**src/rtl/ptr_arith_pkg.sv**
```systemverilog
package ptr_arith_pkg;

    localparam int PA_W    = 16;
    localparam int DISP_W  = 8;
    localparam int BYTE_W  = PA_W / 2;
    localparam int FLAG_W  = 4;

    // Carry bit positions in the (a ^ b ^ sum) vector
    localparam int PAIR_H_BIT = 12;
    localparam int PAIR_C_BIT = PA_W;
    localparam int DISP_H_BIT = 4;
    localparam int DISP_C_BIT = DISP_W;

    typedef enum logic [2:0] {
        OP_PAIR_ADD    = 3'd0,
        OP_SP_DISP     = 3'd1,
        OP_SP_DISP_HL  = 3'd2,
        OP_STEP_UP     = 3'd3,
        OP_STEP_DN     = 3'd4,
        OP_HL_POST_UP  = 3'd5,
        OP_HL_POST_DN  = 3'd6,
        OP_RSVD        = 3'd7
    } pa_op_e;

    typedef enum logic [1:0] {
        DST_NONE = 2'd0,
        DST_SP   = 2'd1,
        DST_HL   = 2'd2,
        DST_PAIR = 2'd3
    } pa_dst_e;

    typedef struct packed {
        logic z;
        logic n;
        logic h;
        logic c;
    } pa_flags_t;

    typedef struct packed {
        logic [PA_W-1:0] sum;
        logic [PA_W-1:0] addr;
        pa_flags_t       fl;
        pa_dst_e         dst;
    } pa_out_t;

    function automatic logic is_disp_op(input pa_op_e o);
        return (o == OP_SP_DISP) || (o == OP_SP_DISP_HL);
    endfunction

endpackage

```
**src/rtl/ptr_sext.sv**
```systemverilog
module ptr_sext #(
    parameter int IN_W  = 8,
    parameter int OUT_W = 16
) (
    input  logic [IN_W-1:0]  din,
    output logic [OUT_W-1:0] dout
);
    localparam int EXT_W = OUT_W - IN_W;

    generate
        if (EXT_W > 0) begin : g_ext
            assign dout = {{EXT_W{din[IN_W-1]}}, din};
        end else begin : g_pass
            assign dout = din[OUT_W-1:0];
        end
    endgenerate
endmodule

```
**src/rtl/ptr_carry_add.sv**
```systemverilog
module ptr_carry_add #(
    parameter int W     = 16,
    parameter int H_BIT = 12,
    parameter int C_BIT = 16
) (
    input  logic [W-1:0] a,
    input  logic [W-1:0] b,
    output logic [W-1:0] sum,
    output logic         h_out,
    output logic         c_out
);
    logic [W:0] wide;
    logic [W:0] carries;

    // carries[k] is the carry that entered bit k
    assign wide    = {1'b0, a} + {1'b0, b};
    assign carries = {1'b0, a} ^ {1'b0, b} ^ wide;
    assign sum     = wide[W-1:0];
    assign h_out   = carries[H_BIT];
    assign c_out   = carries[C_BIT];
endmodule

```
**src/rtl/ptr_step.sv**
```systemverilog
module ptr_step #(
    parameter int W = 16
) (
    input  logic [W-1:0] base,
    input  logic         down,
    output logic [W-1:0] nxt
);
    localparam logic [W-1:0] ONE = W'(1);

    assign nxt = down ? (base - ONE) : (base + ONE);
endmodule

```
**src/rtl/ptr_arith_unit.sv**
```systemverilog
module ptr_arith_unit
    import ptr_arith_pkg::*;
(
    input  logic              clk,
    input  logic              rst,
    input  logic              in_valid,
    input  logic [2:0]        op,
    input  logic [PA_W-1:0]   base,
    input  logic [PA_W-1:0]   opnd,
    input  logic [FLAG_W-1:0] flags_in,
    output logic              out_valid,
    output logic [PA_W-1:0]   result,
    output logic [BYTE_W-1:0] res_hi,
    output logic [BYTE_W-1:0] res_lo,
    output logic [PA_W-1:0]   addr,
    output logic [FLAG_W-1:0] flags_out,
    output logic [1:0]        dest
);

    pa_op_e    op_e;
    pa_flags_t fl_in;
    assign op_e  = pa_op_e'(op);
    assign fl_in = pa_flags_t'(flags_in);

    // Pair + pair
    logic [PA_W-1:0] pair_sum;
    logic            pair_h, pair_c;
    ptr_carry_add #(.W(PA_W), .H_BIT(PAIR_H_BIT), .C_BIT(PAIR_C_BIT)) u_pair_add (
        .a     (base),
        .b     (opnd),
        .sum   (pair_sum),
        .h_out (pair_h),
        .c_out (pair_c)
    );

    // SP + signed displacement
    logic [PA_W-1:0] disp_ext;
    ptr_sext #(.IN_W(DISP_W), .OUT_W(PA_W)) u_sext (
        .din  (opnd[DISP_W-1:0]),
        .dout (disp_ext)
    );

    logic [PA_W-1:0] disp_sum;
    logic            disp_h, disp_c;
    ptr_carry_add #(.W(PA_W), .H_BIT(DISP_H_BIT), .C_BIT(DISP_C_BIT)) u_disp_add (
        .a     (base),
        .b     (disp_ext),
        .sum   (disp_sum),
        .h_out (disp_h),
        .c_out (disp_c)
    );

    // +/-1 stepper shared by pair steps and HL post-steps
    logic            step_down;
    logic [PA_W-1:0] step_nxt;
    assign step_down = (op_e == OP_STEP_DN) || (op_e == OP_HL_POST_DN);
    ptr_step #(.W(PA_W)) u_step (
        .base (base),
        .down (step_down),
        .nxt  (step_nxt)
    );

    pa_out_t nxt;
    always_comb begin
        nxt.sum  = base;
        nxt.addr = base;
        nxt.fl   = fl_in;
        nxt.dst  = DST_NONE;
        case (op_e)
            OP_PAIR_ADD: begin
                nxt.sum  = pair_sum;
                nxt.fl.n = 1'b0;
                nxt.fl.h = pair_h;
                nxt.fl.c = pair_c;
                nxt.dst  = DST_HL;
            end
            OP_SP_DISP, OP_SP_DISP_HL: begin
                nxt.sum  = disp_sum;
                nxt.fl.z = 1'b0;
                nxt.fl.n = 1'b0;
                nxt.fl.h = disp_h;
                nxt.fl.c = disp_c;
                nxt.dst  = (op_e == OP_SP_DISP) ? DST_SP : DST_HL;
            end
            OP_STEP_UP, OP_STEP_DN: begin
                nxt.sum = step_nxt;
                nxt.dst = DST_PAIR;
            end
            OP_HL_POST_UP, OP_HL_POST_DN: begin
                nxt.sum = step_nxt;
                nxt.dst = DST_HL;
            end
            default: begin
                nxt.sum = base;
            end
        endcase
    end

    pa_out_t q;
    logic    vld_q;
    always_ff @(posedge clk) begin
        if (rst) begin
            q     <= '0;
            vld_q <= 1'b0;
        end else begin
            vld_q <= in_valid;
            if (in_valid) begin
                q <= nxt;
            end
        end
    end

    assign out_valid = vld_q;
    assign result    = q.sum;
    assign res_hi    = q.sum[PA_W-1:BYTE_W];
    assign res_lo    = q.sum[BYTE_W-1:0];
    assign addr      = q.addr;
    assign flags_out = q.fl;
    assign dest      = q.dst;

endmodule

```
**config.mk**
```make
export PLATFORM = sky130hd
export DESIGN_NAME = ptr_arith_unit
export DESIGN_NICKNAME = d
export VERILOG_FILES = /design/src/rtl/ptr_arith_pkg.sv /design/src/rtl/ptr_sext.sv /design/src/rtl/ptr_carry_add.sv /design/src/rtl/ptr_step.sv /design/src/rtl/ptr_arith_unit.sv
export SDC_FILE = /design/constraint.sdc
export NUM_CORES = 1
export LEC_CHECK = 0
export CORE_AREA = 4 4 90 92
export DETAILED_ROUTE_END_ITERATION = 8
export DIE_AREA = 0 0 94 96
export DONT_BUFFER_PORTS = 1
export PLACE_DENSITY = 0.73
export SLEW_MARGIN = 20
export SYNTH_ARGS = -nofsm -noshare
export SYNTH_HDL_FRONTEND = slang
export SYNTH_SLANG_ARGS = --single-unit
```
**constraint.sdc**
```tcl
create_clock -name clk -period 8.5 [get_ports clk]
set_input_delay 1.275 -clock clk [delete_from_list [all_inputs] [get_ports clk]]
set_output_delay 1.275 -clock clk [all_outputs]
set_load 0.1 [all_outputs]
```
# Yosys cells after proc, flatten, opt, wreduce, memory -nomap -nowiden

Cells that the tools add are included.

Input bits: 42
Register bits after elaboration: 39

Bitwise logic cells: 4
Eq/ne operators: 6
Reductions and logical operators: 6
Multiplexer cells: 6
Add/sub/neg operators: 4

Operators by type and width:

| operator                | count |
|---|---|
| $pmux W16 S3            | 1 |
| $xor A9 B9 Y9           | 2 |
| $add A16 B16 Y17        | 1 |
| $xor A17 B17 Y17        | 1 |
| $add A16 B1 Y16 const B | 1 |
| $add A16 B16 Y16        | 1 |
| $mux W16                | 1 |
| $sub A16 B1 Y16 const B | 1 |
| $xor A16 B16 Y16        | 1 |
| $eq A3 B3 Y1 const B    | 3 |
| $eq A3 B2 Y1 const B    | 2 |
| $pmux W2 S3             | 1 |
| $pmux W3 S2             | 1 |
| $reduce_or A2 Y1        | 2 |
| $reduce_or A4 Y1        | 1 |
| $eq A3 B1 Y1 const B    | 1 |
| $logic_not A3 Y1        | 1 |
| $reduce_or A3 Y1        | 1 |
| $mux W2                 | 1 |
| $logic_or A1 B1 Y1      | 1 |
| $mux W1                 | 1 |

# Logic depth before layout (Yosys ltp)

Depth in word-level cells: 4
Depth in mapped cells: 11

# Hierarchy

A second synthesis with hierarchy kept.

Cells, all modules: 591
Area total of the unflattened synthesis: 4,734.5 µm²

By module, submodules not included:

| module                     | area an instance (µm²) | times used | cells each |
|---|---|---|---|
| ptr_arith_unit             | 2,254.7                | 1          | 270 |
| ptr_carry_add (u_pair_add) | 858.3                  | 1          | 113 |
| ptr_carry_add (u_disp_add) | 763.2                  | 1          | 94 |
| ptr_step                   | 738.2                  | 1          | 98 |
| ptr_sext                   | 120.1                  | 1          | 16 |

# Worst setup path after synthesis

OpenSTA, ideal clock, no wires.

Path kind: input -> register
Start: input port op[0]
End: register q, in the netlist result[12]
Path buffers: 1
Stages on the path: 11
Data arrival time: 4.267 ns
Library setup time: 0.120 ns
Path slack: 4.113 ns
Cell sequence: clkbuf_1 -> nor2_1 -> ha_1 -> a21o_1 -> or3_1 -> or3_4 -> a31oi_4 -> xnor2_1 -> maj3_2 -> a221oi_2 -> o21ai_1

Word-level cells in the longest chain between the ends: 4
Elaborated cells on any way between the ends: 12
Those cells by class: eq/ne: 6; mux: 2; reduce/logical: 4

RTL lines:

| element              | RTL line                                   | text |
|---|---|---|
| start, declared      | ptr_arith_unit.sv:7                        | `input logic [2:0] op,` |
| $eq A3 B3 Y1         | ptr_arith_unit.sv:56, ptr_arith_unit.sv:69 |  |
| $logic_or A1 B1 Y1   | ptr_arith_unit.sv:56                       | `assign step_down = (op_e == OP_STEP_DN) \|\| (op_e == OP_HL_POST_DN);` |
| $mux W16             | ptr_step.sv:10                             | `assign nxt = down ? (base - ONE) : (base + ONE);` |
| $pmux W16 S3 (*)     | ptr_arith_unit.sv:69                       | `case (op_e)` |
| end signal, assigned | ptr_arith_unit.sv:108                      | `q <= nxt;` |
| end, declared        | ptr_arith_unit.sv:99                       | `pa_out_t q;` |

Mark *: on every way between the ends. The rest lies on a longest branch, timed or not.
A chain may end at the register's enable or synchronous reset.

# Worst setup path after layout

Start: input port op[2]
End: register q, in the netlist result[13]

Same word-level chain as after synthesis.

==> impl_metrics.json <==
{
  "multi_input_area_sq_mm": 0.00281,
  "slew_viol_final": 0,
  "vias": 3574,
  "htreeDepth": 2,
  "max_cap_viol_count": 0,
  "layoutNonFillerInstCount": 565,
  "cts.clk_slew.worst_paths_ns": 0.09,
  "syn2layout_area_growth_pct": 1.89,
  "critPathKind": "in -> reg",
  "pin_count": 97,
  "grt_max_degree": 43,
  "clk_latency_ns": 0.31,
  "antenna_found_initial": 0,
  "crit_required_ns": 8.69,
  "grt_pass1_wl_um": 17600,
  "hold_viol": 0,
  "yosysSeqAreaShare_pct": 20.4,
  "clock_sinks": 39,
  "start_util_pct": 53.1,
  "rsz0062_at_grt": "no",
  "critPathLaunchType": "input pin",
  "synth_cell_types": 61,
  "max_freq_mhz": 254,
  "synthArstFlopShare_pct": 0,
  "regArea_sq_um": 801,
  "num-fill-cells": 731,
  "outcome": "completed",
  "cp_data_arrival_time_ns": 4.13,
  "synth_fp_nets": 577,
  "cts_max_path_buffers": 2,
  "synth_top_area_share_pct": 20.4,
  "root_buffer": "clkbuf_8",
  "grt_pass1_vias": 3512,
  "synth.largest_area_cell": "dfxtp_1",
  "gp_congestion": 0.891,
  "gr-total-overflow": 0,
  "drive_above_1_share_pct": 7.30,
  "detail-route-antenna-nets": 0,
  "syn_inst": 492,
  "die_w_um": 94,
  "drcViolationCount": 0,
  "fin_setup_tns_ns": 0,
  "synthFlopType": "dfxtp_1",
  "leakage_nw": 1.60,
  "synth_area_leaders": "dfxtp_1 20%, ha_1 13%, mux2i_1 6.0%, xnor2_1 5.9%, a21oi_1 5.5%",
  "vias_per_cell": 6.33,
  "critPathMaxFanout": 31,
  "ys_ff_latch": 39,
  "worst_setup_path_end_kind": "flop",
  "hold_class": "reg -> reg",
  "slew_headroom_pct": 30.2,
  "core_sq_mm": 0.00721,
  "yosysWarnings": 0,
  "power_density_mw_per_mm2": 189,
  "yosysMostFrequentCell": "nor2_1",
  "skew_ns": 0,
  "dieArea_sq_mm": 0.00902,
  "fin_crit_ns": 3.94,
  "cts_setup_buffers": 0,
  "ir_worst_vdd_v": 0.0000762,
  "cts_tree": "built",
  "synth_common_cells": "56 x nor2_1, 46 x nand2_1, 42 x a21oi_1",
  "port-buffer-count": 0,
  "cts_hold_buf": 0,
  "hpwl_um": 8640,
  "cts_inserted_buffers": 5,
  "finalSetupViolCount": 0,
  "grt_use_total_pct": 25.0,
  "syn_area_sq_mm": 0.00383,
  "first_iter_violations": 278,
  "avgSynthCellArea_sq_um": 7.78,
  "post_cts_resized": 0,
  "fin_hold_ws_ns": 0.917,
  "routedWlPerCell_um": 19.7,
  "fin_crit_sh_pct": 46.4,
  "die_y_um": 96,
  "antenna_cells": 0,
  "synth_edf_count": 0,
  "num_rows": 31,
  "tightest_slew_ns": 1.05,
  "dr.pass1.iters": 5,
  "post-place-cells": 557,
  "wl_um": 11100,
  "finalNetCount": 550
}
-- cell type report --
type                            instances  area share, %
Sequential cell                        39           20.5
Clock inverter                          3           1.12
Timing Repair Buffer                    1          0.192
Multi-Input combinational cell        405           72.0
Clock buffer                            5           1.76
Tap cell                               99           3.17
Inverter                               13           1.25
-- cells in the final DEF (no fill, tap or decap), types with 5 or more instances in the layout --
master | netlist | final
a211oi_1 | 9 | 9
a21o_1 | 9 | 9
a21oi_1 | 42 | 42
a311oi_1 | 6 | 6
a31oi_1 | 7 | 7
clkbuf_8 | 0 | 5
dfxtp_1 | 39 | 23
dfxtp_2 | 0 | 16
ha_1 | 41 | 41
inv_1 | 11 | 11
mux2i_1 | 23 | 23
nand2_1 | 46 | 46
nand2b_1 | 6 | 6
nand3_1 | 13 | 13
nor2_1 | 56 | 56
nor3_1 | 12 | 12
o211ai_1 | 12 | 12
o21ai_0 | 18 | 18
o21ai_1 | 8 | 8
xnor2_1 | 26 | 26
xor2_1 | 7 | 7
-- worst paths after layout --
kind                            startpoint          to  slack (ns)  cells past startpoint
worst max-delay path                 op[2]  result[13]        4.56                     12
worst min-delay path            result[12]  result[12]        0.92                      2
worst max register to register  result[15]  result[15]        6.49                      6
worst min register to register  result[12]  result[12]        0.92                      2
-- worst max-delay path, stage by stage --
cell       delay, ns
clkinv_1        0.19
nor2_1          0.32
buf_4           0.31
ha_1            0.34
a2111oi_0       0.38
o21ai_1         0.18
a41oi_2         0.30
o21ai_1         0.12
a21boi_1        0.21
xnor2_1         0.09
a221oi_1        0.28
o32ai_1         0.13
-- power by group --
| group | total [W] | internal, W | switching [W] |
|---|---|---|---|
| Combinational | 0.000202 | 0.0000878 | 0.000114 |
| Clock | 0.000166 | 0.0000876 | 0.0000788 |
| Sequential | 0.000369 | 0.000198 | 0.000171 |
-- layer usage --
layer	up-vias	GRT usage, %	share of wire (%)
li1	1739	-	-
met1	1700	31.8	45
met2	112	42.7	47
met3	23	4.69	5.8
met4	0	7.94	2.1
met5	-	0	0
-- cell families after synthesis --
kind of cell               share of synthesized area (%)
and+or+nand+nor                                     18.6
DFF                                                 20.4
adders and majority gates                           15.0
AOI/OAI and AO/OA                                   25.9
buffers and inverters                               6.27
muxes                                               6.31
xor gates and xnor gates                            7.55
-- stage by stage --
step | util (%) | power [W] | worst slack, ns | area, sq um
after floorplan | - | 0.000547 | 4.11 | 3830
after global placement | 52.5 | 0.000567 | 4.41 | 3790
after detailed placement | 52.5 | 0.000572 | 4.31 | 3790
after CTS | 54.1 | 0.000738 | 4.60 | 3900
after global routing | 54.1 | 0.000771 | 4.18 | 3900
final | 54.1 | 0.000737 | 4.56 | 3900
-- registers in the layout (all words and copies together) (netlist names) --
name       count
out_valid      1
addr          16
result        16
dest           2
flags_out      4
No activity file was read; power rests on OpenSTA's default activity.
